### src/rtl/seg_agu_pkg.sv
package seg_agu_pkg;
  localparam logic [2:0] AM_DIRECT  = 3'd0;
  localparam logic [2:0] AM_PTR     = 3'd1;
  localparam logic [2:0] AM_BASED   = 3'd2;
  localparam logic [2:0] AM_INDEXED = 3'd3;
  localparam logic [2:0] AM_BIDX    = 3'd4;

  localparam logic [1:0] ACC_FETCH = 2'd0;
  localparam logic [1:0] ACC_DATA  = 2'd1;
  localparam logic [1:0] ACC_STACK = 2'd2;

  localparam logic [1:0] DK_NONE  = 2'd0;
  localparam logic [1:0] DK_SHORT = 2'd1;

  localparam logic [1:0] PTR_BP = 2'd1;

  typedef enum logic [1:0] {
    SG_ES = 2'd0,
    SG_CS = 2'd1,
    SG_SS = 2'd2,
    SG_DS = 2'd3
  } seg_id_t;

  localparam int NUM_SEGS = 4;
endpackage

### src/rtl/agu_offset.sv
module agu_offset
  import seg_agu_pkg::*;
#(
  parameter int OFS_W   = 16,
  parameter int SDISP_W = 8
) (
  input  logic [1:0]       acc,
  input  logic [2:0]       mode,
  input  logic [1:0]       ptr_sel,
  input  logic             base_sel,
  input  logic             idx_sel,
  input  logic [OFS_W-1:0] bx,
  input  logic [OFS_W-1:0] bp,
  input  logic [OFS_W-1:0] si,
  input  logic [OFS_W-1:0] di,
  input  logic [OFS_W-1:0] ip,
  input  logic [OFS_W-1:0] disp,
  input  logic [1:0]       disp_kind,
  output logic [OFS_W-1:0] ofs,
  output logic             bp_base
);
  localparam int EXT_W = OFS_W - SDISP_W;

  logic [OFS_W-1:0] base_v, idx_v, ptr_v, dsp, mode_ofs;
  logic             bp_m;

  always_comb begin
    base_v = base_sel ? bp : bx;
    idx_v  = idx_sel ? di : si;
    case (ptr_sel)
      2'd0:    ptr_v = bx;
      2'd1:    ptr_v = bp;
      2'd2:    ptr_v = si;
      default: ptr_v = di;
    endcase
  end

  always_comb begin
    case (disp_kind)
      DK_NONE:  dsp = '0;
      DK_SHORT: dsp = {{EXT_W{disp[SDISP_W-1]}}, disp[SDISP_W-1:0]};
      default:  dsp = disp;
    endcase
  end

  always_comb begin
    mode_ofs = disp;
    bp_m     = 1'b0;
    case (mode)
      AM_PTR: begin
        mode_ofs = ptr_v;
        bp_m     = (ptr_sel == PTR_BP);
      end
      AM_BASED: begin
        mode_ofs = base_v + dsp;
        bp_m     = base_sel;
      end
      AM_INDEXED: begin
        mode_ofs = idx_v + dsp;
      end
      AM_BIDX: begin
        mode_ofs = base_v + idx_v + dsp;
        bp_m     = base_sel;
      end
      default: begin
        mode_ofs = disp;
      end
    endcase
  end

  assign ofs     = (acc == ACC_FETCH) ? ip : mode_ofs;
  assign bp_base = bp_m;
endmodule

### src/rtl/agu_segsel.sv
module agu_segsel
  import seg_agu_pkg::*;
#(
  parameter int SEG_W = 16
) (
  input  logic [1:0]       acc,
  input  logic             ovr_en,
  input  logic [1:0]       ovr_seg,
  input  logic             bp_base,
  input  logic [SEG_W-1:0] seg_es,
  input  logic [SEG_W-1:0] seg_cs,
  input  logic [SEG_W-1:0] seg_ss,
  input  logic [SEG_W-1:0] seg_ds,
  output logic [1:0]       seg_id,
  output logic [SEG_W-1:0] seg_val
);
  logic [SEG_W-1:0] bank [NUM_SEGS];
  seg_id_t          pick;

  assign bank[SG_ES] = seg_es;
  assign bank[SG_CS] = seg_cs;
  assign bank[SG_SS] = seg_ss;
  assign bank[SG_DS] = seg_ds;

  always_comb begin
    if (acc == ACC_FETCH)
      pick = SG_CS;
    else if (ovr_en)
      pick = seg_id_t'(ovr_seg);
    else if (acc == ACC_STACK || bp_base)
      pick = SG_SS;
    else
      pick = SG_DS;
  end

  assign seg_id  = pick;
  assign seg_val = bank[pick];
endmodule

### src/rtl/agu_combine.sv
module agu_combine #(
  parameter int SEG_W = 16,
  parameter int OFS_W = 16,
  parameter int SHIFT = 4
) (
  input  logic [SEG_W-1:0]       seg_val,
  input  logic [OFS_W-1:0]       ofs,
  output logic [SEG_W+SHIFT-1:0] phys
);
  localparam int PA_W  = SEG_W + SHIFT;
  localparam int PAD_W = PA_W - OFS_W;

  logic [PA_W-1:0] seg_sh, ofs_ext;

  assign seg_sh  = {seg_val, {SHIFT{1'b0}}};
  assign ofs_ext = {{PAD_W{1'b0}}, ofs};
  assign phys    = seg_sh + ofs_ext;
endmodule

### src/rtl/agu_outreg.sv
module agu_outreg #(
  parameter int W       = 8,
  parameter bit OUT_REG = 1'b1
) (
  input  logic         clk,
  input  logic         rst_n,
  input  logic         in_valid,
  output logic         in_ready,
  input  logic [W-1:0] in_data,
  output logic         out_valid,
  input  logic         out_ready,
  output logic [W-1:0] out_data
);
  generate
    if (OUT_REG) begin : g_reg
      logic         vld_q;
      logic [W-1:0] dat_q;
      logic         take;

      assign in_ready = !vld_q || out_ready;
      assign take     = in_valid && in_ready;

      always_ff @(posedge clk) begin
        if (!rst_n) begin
          vld_q <= 1'b0;
          dat_q <= '0;
        end else if (in_ready) begin
          vld_q <= in_valid;
          if (take) dat_q <= in_data;
        end
      end

      assign out_valid = vld_q;
      assign out_data  = dat_q;
    end else begin : g_pass
      logic unused_clk_rst;
      assign unused_clk_rst = clk ^ rst_n;
      assign in_ready  = out_ready;
      assign out_valid = in_valid;
      assign out_data  = in_data;
    end
  endgenerate
endmodule

### src/rtl/seg_addr_gen.sv
module seg_addr_gen #(
  parameter int SEG_W   = 16,
  parameter int OFS_W   = 16,
  parameter int SHIFT   = 4,
  parameter int SDISP_W = 8,
  parameter bit OUT_REG = 1'b1
) (
  input  logic                   clk,
  input  logic                   rst_n,
  input  logic                   in_valid,
  output logic                   in_ready,
  input  logic [SEG_W-1:0]       seg_cs,
  input  logic [SEG_W-1:0]       seg_ds,
  input  logic [SEG_W-1:0]       seg_ss,
  input  logic [SEG_W-1:0]       seg_es,
  input  logic [OFS_W-1:0]       reg_bx,
  input  logic [OFS_W-1:0]       reg_bp,
  input  logic [OFS_W-1:0]       reg_si,
  input  logic [OFS_W-1:0]       reg_di,
  input  logic [OFS_W-1:0]       ip,
  input  logic [2:0]             mode,
  input  logic [1:0]             ptr_sel,
  input  logic                   base_sel,
  input  logic                   idx_sel,
  input  logic [OFS_W-1:0]       disp,
  input  logic [1:0]             disp_kind,
  input  logic [1:0]             acc,
  input  logic                   ovr_en,
  input  logic [1:0]             ovr_seg,
  output logic                   out_valid,
  input  logic                   out_ready,
  output logic [OFS_W-1:0]       eff_ofs,
  output logic [1:0]             seg_id,
  output logic [SEG_W-1:0]       seg_val,
  output logic [SEG_W+SHIFT-1:0] phys
);
  localparam int PA_W  = SEG_W + SHIFT;
  localparam int PAY_W = OFS_W + 2 + SEG_W + PA_W;

  logic [OFS_W-1:0] c_ofs;
  logic             c_bp;
  logic [1:0]       c_id;
  logic [SEG_W-1:0] c_seg;
  logic [PA_W-1:0]  c_phys;
  logic [PAY_W-1:0] pay_in, pay_out;

  agu_offset #(.OFS_W(OFS_W), .SDISP_W(SDISP_W)) ofs_i (
    .acc(acc), .mode(mode), .ptr_sel(ptr_sel), .base_sel(base_sel),
    .idx_sel(idx_sel), .bx(reg_bx), .bp(reg_bp), .si(reg_si), .di(reg_di),
    .ip(ip), .disp(disp), .disp_kind(disp_kind), .ofs(c_ofs), .bp_base(c_bp)
  );

  agu_segsel #(.SEG_W(SEG_W)) seg_i (
    .acc(acc), .ovr_en(ovr_en), .ovr_seg(ovr_seg), .bp_base(c_bp),
    .seg_es(seg_es), .seg_cs(seg_cs), .seg_ss(seg_ss), .seg_ds(seg_ds),
    .seg_id(c_id), .seg_val(c_seg)
  );

  agu_combine #(.SEG_W(SEG_W), .OFS_W(OFS_W), .SHIFT(SHIFT)) add_i (
    .seg_val(c_seg), .ofs(c_ofs), .phys(c_phys)
  );

  assign pay_in = {c_ofs, c_id, c_seg, c_phys};

  agu_outreg #(.W(PAY_W), .OUT_REG(OUT_REG)) out_i (
    .clk(clk), .rst_n(rst_n), .in_valid(in_valid), .in_ready(in_ready),
    .in_data(pay_in), .out_valid(out_valid), .out_ready(out_ready),
    .out_data(pay_out)
  );

  assign {eff_ofs, seg_id, seg_val, phys} = pay_out;
endmodule

### config.mk
export PLATFORM = sky130hd
export DESIGN_NAME = seg_addr_gen
export DESIGN_NICKNAME = d
export VERILOG_FILES = /design/src/rtl/seg_agu_pkg.sv /design/src/rtl/agu_offset.sv /design/src/rtl/agu_segsel.sv /design/src/rtl/agu_combine.sv /design/src/rtl/agu_outreg.sv /design/src/rtl/seg_addr_gen.sv
export SDC_FILE = /design/constraint.sdc
export NUM_CORES = 1
export LEC_CHECK = 0
export ABC_AREA = 1
export BUFFER_PORTS_ARGS = -buffer_cell sky130_fd_sc_hd__buf_2
export CORE_MARGIN = 2
export CORE_UTILIZATION = 52
export DETAILED_ROUTE_END_ITERATION = 7
export GPL_ROUTABILITY_DRIVEN = 0
export PLACE_DENSITY = 0.9
export REMOVE_ABC_BUFFERS = 1
export SYNTH_ARGS = -nofsm -noshare
export SYNTH_HDL_FRONTEND = slang
export SYNTH_SLANG_ARGS = --single-unit
### constraint.sdc
create_clock -name clk -period 6.05 [get_ports clk]
set_clock_uncertainty 0.05 [all_clocks]
set_input_delay 1.21 -clock clk [delete_from_list [all_inputs] [get_ports clk]]
set_output_delay 1.21 -clock clk [all_outputs]
set_load 0.005 [all_outputs]
Yosys cells after proc, flatten, opt, wreduce, memory -nomap -nowiden:

Index checks and enable logic that the tools add are counted.

* register bits after elaboration: 55
* output and inout port bits: 56
* word-level logic and storage cells: 39

* add/subtract/negate cells: 5
* order comparisons: 1
* equal/unequal tests: 8
* multiplexer cells: 13
* bitwise operators: 1
* reduce and logical (&&, ||, !) cells: 9

Operators by type and width (number)
* 16-bit 2-to-1 mux: 5
* 16-bit adder: 4
* 16-bit one-hot mux with 4 select lines: 1
* 16-bit one-hot mux with 3 select lines: 1
* 16-bit binary-select mux with 2-bit select: 1
* 16-bit one-hot mux with 2 select lines: 1
* 20-bit by 16-bit adder with 20-bit output: 1
* 3-bit by 2-bit equality test with 1-bit output, second input constant: 2
* 2-bit zero test: 3
* 2-bit by 1-bit equality test with 1-bit output, second input constant: 2
* 2-bit equality test, second input constant: 2
* 2-bit 2-to-1 mux: 2
* 3-bit by 1-bit equality test with 1-bit output, second input constant: 1
* 3-bit equality test, second input constant: 1
* 3-bit greater-or-equal comparator, second input constant: 1
* 2-bit inverter with 3-bit output: 1
* 1-bit logical OR: 2
* 1-bit one-hot mux with 2 select lines: 1
* 2-bit AND reduction: 1
* 2-bit OR reduction: 1
* 1-bit logical AND: 1
* 1-bit zero test: 1
* 1-bit 2-to-1 mux: 1

Longest topological paths before layout:

* depth after elaboration: 12
* gate-level depth with buffers: 32
* mapped depth without buffers: 32

Cells and area by module:

From an unflattened synthesis, not the netlist that was laid out.

* cell total of the unflattened synthesis: 1510
* area total of the unflattened synthesis: 8316.7 µm²

By module, submodules not included
* agu_offset: times used 1, cells each 787, area an instance 3960.0 µm², sequential area each 0.0 µm²
* agu_outreg: times used 1, cells each 359, area an instance 2504.9 µm², sequential area each 1101.1 µm²
* agu_segsel: times used 1, cells each 196, area an instance 989.7 µm², sequential area each 0.0 µm²
* agu_combine: times used 1, cells each 168, area an instance 862.1 µm², sequential area each 0.0 µm²

Least setup slack after synthesis:

OpenSTA, ideal clock, no wires.

* kind: input -> register
* from: input idx_sel
* to: register out_i.g_reg.dat_q[14], in the netlist out_i.out_data[14]
* library setup time: 115 ps
* arrival time: 5367 ps
* setup slack: 517 ps
* stages: 25
* cells stage by stage: buf_2 > buf_1 > o21ai_0 > fa_1 > inv_1 > ha_1 > a21oi_1 > o21ai_0 > a21oi_1 > inv_1 > or2_2 > nand3_1 > nand3_1 > o21ai_1 > nand2_1 > ha_1 > nand2_1 > o21ai_0 > a31oi_1 > o21ai_0 > a21oi_1 > o21bai_1 > xor2_1 > o21ai_0 > inv_1

* longest elaborated chain between the ends: 6
* elaborated cells on any way between the ends: 7

Ends and longest elaborated chain
* start, declared: line seg_addr_gen.sv:24 `input logic idx_sel,`
* 16-bit 2-to-1 mux (*): line agu_offset.sv:29 `idx_v = idx_sel ? di : si;`
* 16-bit adder (2 in series): line agu_offset.sv:62 `mode_ofs = base_v + idx_v + dsp;`
* 16-bit one-hot mux with 4 select lines (*): line agu_offset.sv:49 `case (mode)`
* 16-bit 2-to-1 mux (*): line agu_offset.sv:71 `assign ofs = (acc == ACC_FETCH) ? ip : mode_ofs;`
* named net add_i.ofs[6]: line agu_combine.sv:7 `input logic [OFS_W-1:0] ofs,`
* 20-bit by 16-bit adder with 20-bit output (*): line agu_combine.sv:17 `assign phys = seg_sh + ofs_ext;`
* end signal, assigned: line agu_outreg.sv:29 `if (take) dat_q <= in_data;`
* end, declared: line agu_outreg.sv:17 `logic [W-1:0] dat_q;`

Mark *: on every way through the listed nets, which the timed path passes. The rest lies on a longest branch.
A chain may end at the register's enable or synchronous reset.

Worst setup path in the final report:

* from: input base_sel
* to: register out_i.g_reg.dat_q[14], in the netlist out_i.out_data[14]

* elaborated cells on any way between the ends: 16

RTL lines
* start, declared: line seg_addr_gen.sv:23 `input logic base_sel,`
* 16-bit 2-to-1 mux (*): line agu_offset.sv:28 `base_v = base_sel ? bp : bx;`
* 16-bit adder (2 in series): line agu_offset.sv:62
* 16-bit one-hot mux with 4 select lines (*): line agu_offset.sv:49
* 16-bit 2-to-1 mux (*): line agu_offset.sv:71
* named net add_i.ofs[7]: line agu_combine.sv:7
* 20-bit by 16-bit adder with 20-bit output (*): line agu_combine.sv:17

Mark *: on every way through the listed nets, which the timed path passes. The rest lies on a longest branch. The select of a mux whose other input is x is not followed.

==> impl_metrics.csv <==
group,metric,value,unit
yosys,synth.avg_cell_area,5.78,um2
sta,slew_viol_final,0,
sta,max_freq,176,MHz
clocking,ctsLongestPathBuffers,2,
routing,routed_via_density,5.62,
pwr,clock_power_share,0.169,
layout,drive_gt1_frac,0.205,
sta,period_needed,5.68,ns
yosys,synth_flop_cell,"dfxtp_1",
routing,wire_per_inst,15.3,um
pwr,p_switching,743,uW
clocking,clk-insertion-delay-late,0.29,ns
place,dpl.hpwl,19300,um
sta,finalSetupViolCount,0,
pwr,powerDensity,199,mW/mm2
sta,worst_slack,0.369,ns
critical_path,worstPathArrival,5.82,ns
yosys,async_flop_share,0,
global_routing,track_usage,0.329,
routing,ant_nets,0,
place,pre_cts_ws,0.0323,ns
layout,final_cell_mix,"nand2_1 (280), buf_2 (232), nor2_1 (164)",
sta,hold_viol_final,0,
layout,mostFrequentLayoutCell,"nand2_1",
worst_hold_path,hp-class,"reg2reg",
routing,drt_iter0_markers,1026,
yosys,synth_compound_area_frac,0.236,
global_routing,grt_max_degree,46,
global_routing,first_global_vias,7898,
die,die_w,118,um
clocking,clk_pin_slew,0.07,ns
die,coreArea,0.0127,mm2
critical_path,cp.required,6.19,ns
status,status,"finished, final reports clean",
yosys,synthMuxAreaShare,0.0104,
yosys,synth_xor_area_frac,0.0208,
yosys,seq_area_frac_synth,0.151,
routing,first_pass_iters,5,
worst_hold_path,hold_start,"out_i.out_data[35]",
clocking,cts_buffers,5,
layout,syn2layout_area_growth,21.5,%
global_routing,grt_antenna_before_repair,0,
clocking,post-cts-setup-buffers,0,
critical_path,crit_path_start_kind,"input pin",
sta,worstMarginPinSlew,1.05,ns
flow_run,drv_cap,0,
sta,rsz0062_at_grt,"no",
pwr,p_int,892,uW
critical_path,r2r-start,"out_i.out_valid",
sta,finalCritPeriodShare,0.939,
place,portBuffers,233,
yosys,yosysUniqueCellTypes,42,
yosys,synth_top_family_by_area,"simple AND/OR/NAND/NOR gates",
routing,vias,8734,
die,start_util,0.533,
sta,relSlewSlack,0.295,
yosys,synth_fa_ha_area_frac,0.123,
worst_hold_path,whs_endpoint,"out_i.out_data[35]",
critical_path,worst-path-max-fanout,14,
clocking,cts_tree,"done",
clocking,cts.sinks,51,
pwr,vdd_drop_max,0.111,mV
sta,final.setup.tns,0,ns
yosys,yosys_warnings,0,
routing,drt_wl_total,23700,um
pwr,p_sw_frac,0.455,
pwr,p_comb_frac,0.588,
global_routing,globalRouteOverflowTotal,0,
die,dieArea,0.0139,mm2
critical_path,r2r_slack,3.90,ns
die,die_y,118,um
yosys,synth_seq_cells,51,
yosys,synthSimpleGateAreaFrac,0.334,
die,std_cell_rows,41,
die,ios,234,
critical_path,rr_worst_depth,9,
yosys,synth_edf_count,0,
routing,drc,0,
yosys,synth_cells,1167,
pwr,seqPwrFrac,0.243,
pwr,cellLeakagePower,4.67,nW
worst_hold_path,whs_path_depth,2,
critical_path,crit_type,"in2reg",
yosys,synth_area,0.00675,mm2
critical_path,end_kind,"register",
layout,num_antenna_cells,0,
clocking,cts.htree.levels,2,
layout,fin_nets,1615,
global_routing,grt_pass1_wl,37800,um
clocking,cts-root-buf,"clkbuf_16",
critical_path,rr_endpoint,"out_i.out_data[11]",
[worst max-delay path: stages]
cell,delay (ns)
buf_2,0.28
nand2_1,0.08
o21ai_0,0.08
inv_1,0.09
fa_1,0.51
ha_1,0.27
fa_1,0.47
nand2_1,0.08
nand2_1,0.05
o21ai_0,0.12
o21ai_1,0.18
o21ai_0,0.18
a21oi_1,0.06
nor2_1,0.10
o21ai_1,0.07
nand3_1,0.12
nand2_1,0.09
ha_1,0.37
nand2_1,0.07
o21ai_1,0.24
a31oi_1,0.17
o21ai_0,0.32
a21oi_1,0.12
o21bai_1,0.20
xor2_1,0.09
o21ai_0,0.16
inv_1,0.05
[through the flow]
step | std cells | cell area (um2) | util | power, mW | hold WS (ns)
floorplan | 1122 | 6540 | - | 1.03 | 0.412
global placement | 1545 | 8050 | 0.635 | 1.31 | 0.404
detailed placement | 1545 | 8050 | 0.635 | 1.33 | 0.411
CTS | 1553 | 8190 | 0.647 | 1.61 | 0.445
global route | 1553 | 8200 | 0.647 | 1.77 | 0.469
finish | 1553 | 8200 | 0.647 | 1.64 | 0.445
[how the worst max path moves through the flow]
stage	slack, ns	to	from
after floorplan	0.74	out_i.out_data[14]	disp_kind[1]
after global placement	0.27	out_i.out_data[14]	idx_sel
after detailed placement	0.03	out_i.out_data[14]	idx_sel
after CTS	0.33	out_i.out_data[14]	idx_sel
after global routing	0.005	out_i.out_data[13]	idx_sel
final	0.37	out_i.out_data[14]	base_sel
[cell type report]
cell class | instances | area, um2
Multi-Input combinational cell | 904 | 4890
Fill cell | 1166 | 4470
Timing Repair Buffer | 251 | 1300
Sequential cell | 51 | 1020
Inverter | 167 | 627
Tap cell | 172 | 215
Clock buffer | 6 | 129
Clock inverter | 2 | 12.5
[routing by layer]
| layer | track usage | share of wire |
|---|---|---|
| met2 | 0.547 | 0.46 |
| met4 | 0.128 | 0.036 |
| met5 | 0 | 0 |
| met3 | 0.0543 | 0.094 |
| met1 | 0.424 | 0.41 |
[cells by family (layout without fill, tap and decap cells)]
logic type               after synthesis  count (layout)
adder cells (fa/ha/maj)               57              57
XOR/XNOR                              16              16
buffers and inverters                212             426
flip-flops                            51              51
multiplexers                           7               7
AO/OA/AOI/OAI                        280             280
AND/OR/NAND/NOR                      544             544
[cell usage after synthesis, drive strengths merged, types with 3 or more instances]
cell     instances  area share
ha              41       0.076
or2              5      0.0046
buf             21       0.018
nand4            8      0.0074
nor3             5      0.0054
o211ai          20       0.022
o2111ai         13       0.017
dfxtp           51        0.15
o21bai           5      0.0061
a21o             3      0.0033
nand3b           3      0.0033
mux2i            7       0.010
nand3           75       0.062
o22ai           11       0.010
a31oi           11       0.010
xor2            11       0.014
nor2           165       0.093
xnor2            5      0.0065
fa              16       0.047
clkbuf          24       0.013
inv            165       0.092
o21ai          135        0.10
nand2          282        0.16
a21oi           72       0.053
o221ai           4      0.0052
[registers in the layout (all words and copies together), names as in the netlist]
signal	flops
out_i.out_data	50
out_i.out_valid	1
[power by group through the flow]
stage / Combinational (mW) / Clock [mW] / Sequential [mW]
finish: 0.961 / 0.277 / 0.397
CTS: 0.934 / 0.277 / 0.396
global placement: 0.904 / 0 / 0.401
floorplan: 0.621 / 0 / 0.405
detailed placement: 0.926 / 0 / 0.403
global route: 1.07 / 0.293 / 0.400
[repair_timing]
item	4_1_cts	5_1_grt
gates resized for setup	0	7
endpoints found under the setup margin	0	5
hold buffers	0	0
Power figures use the tool's default switching activity.
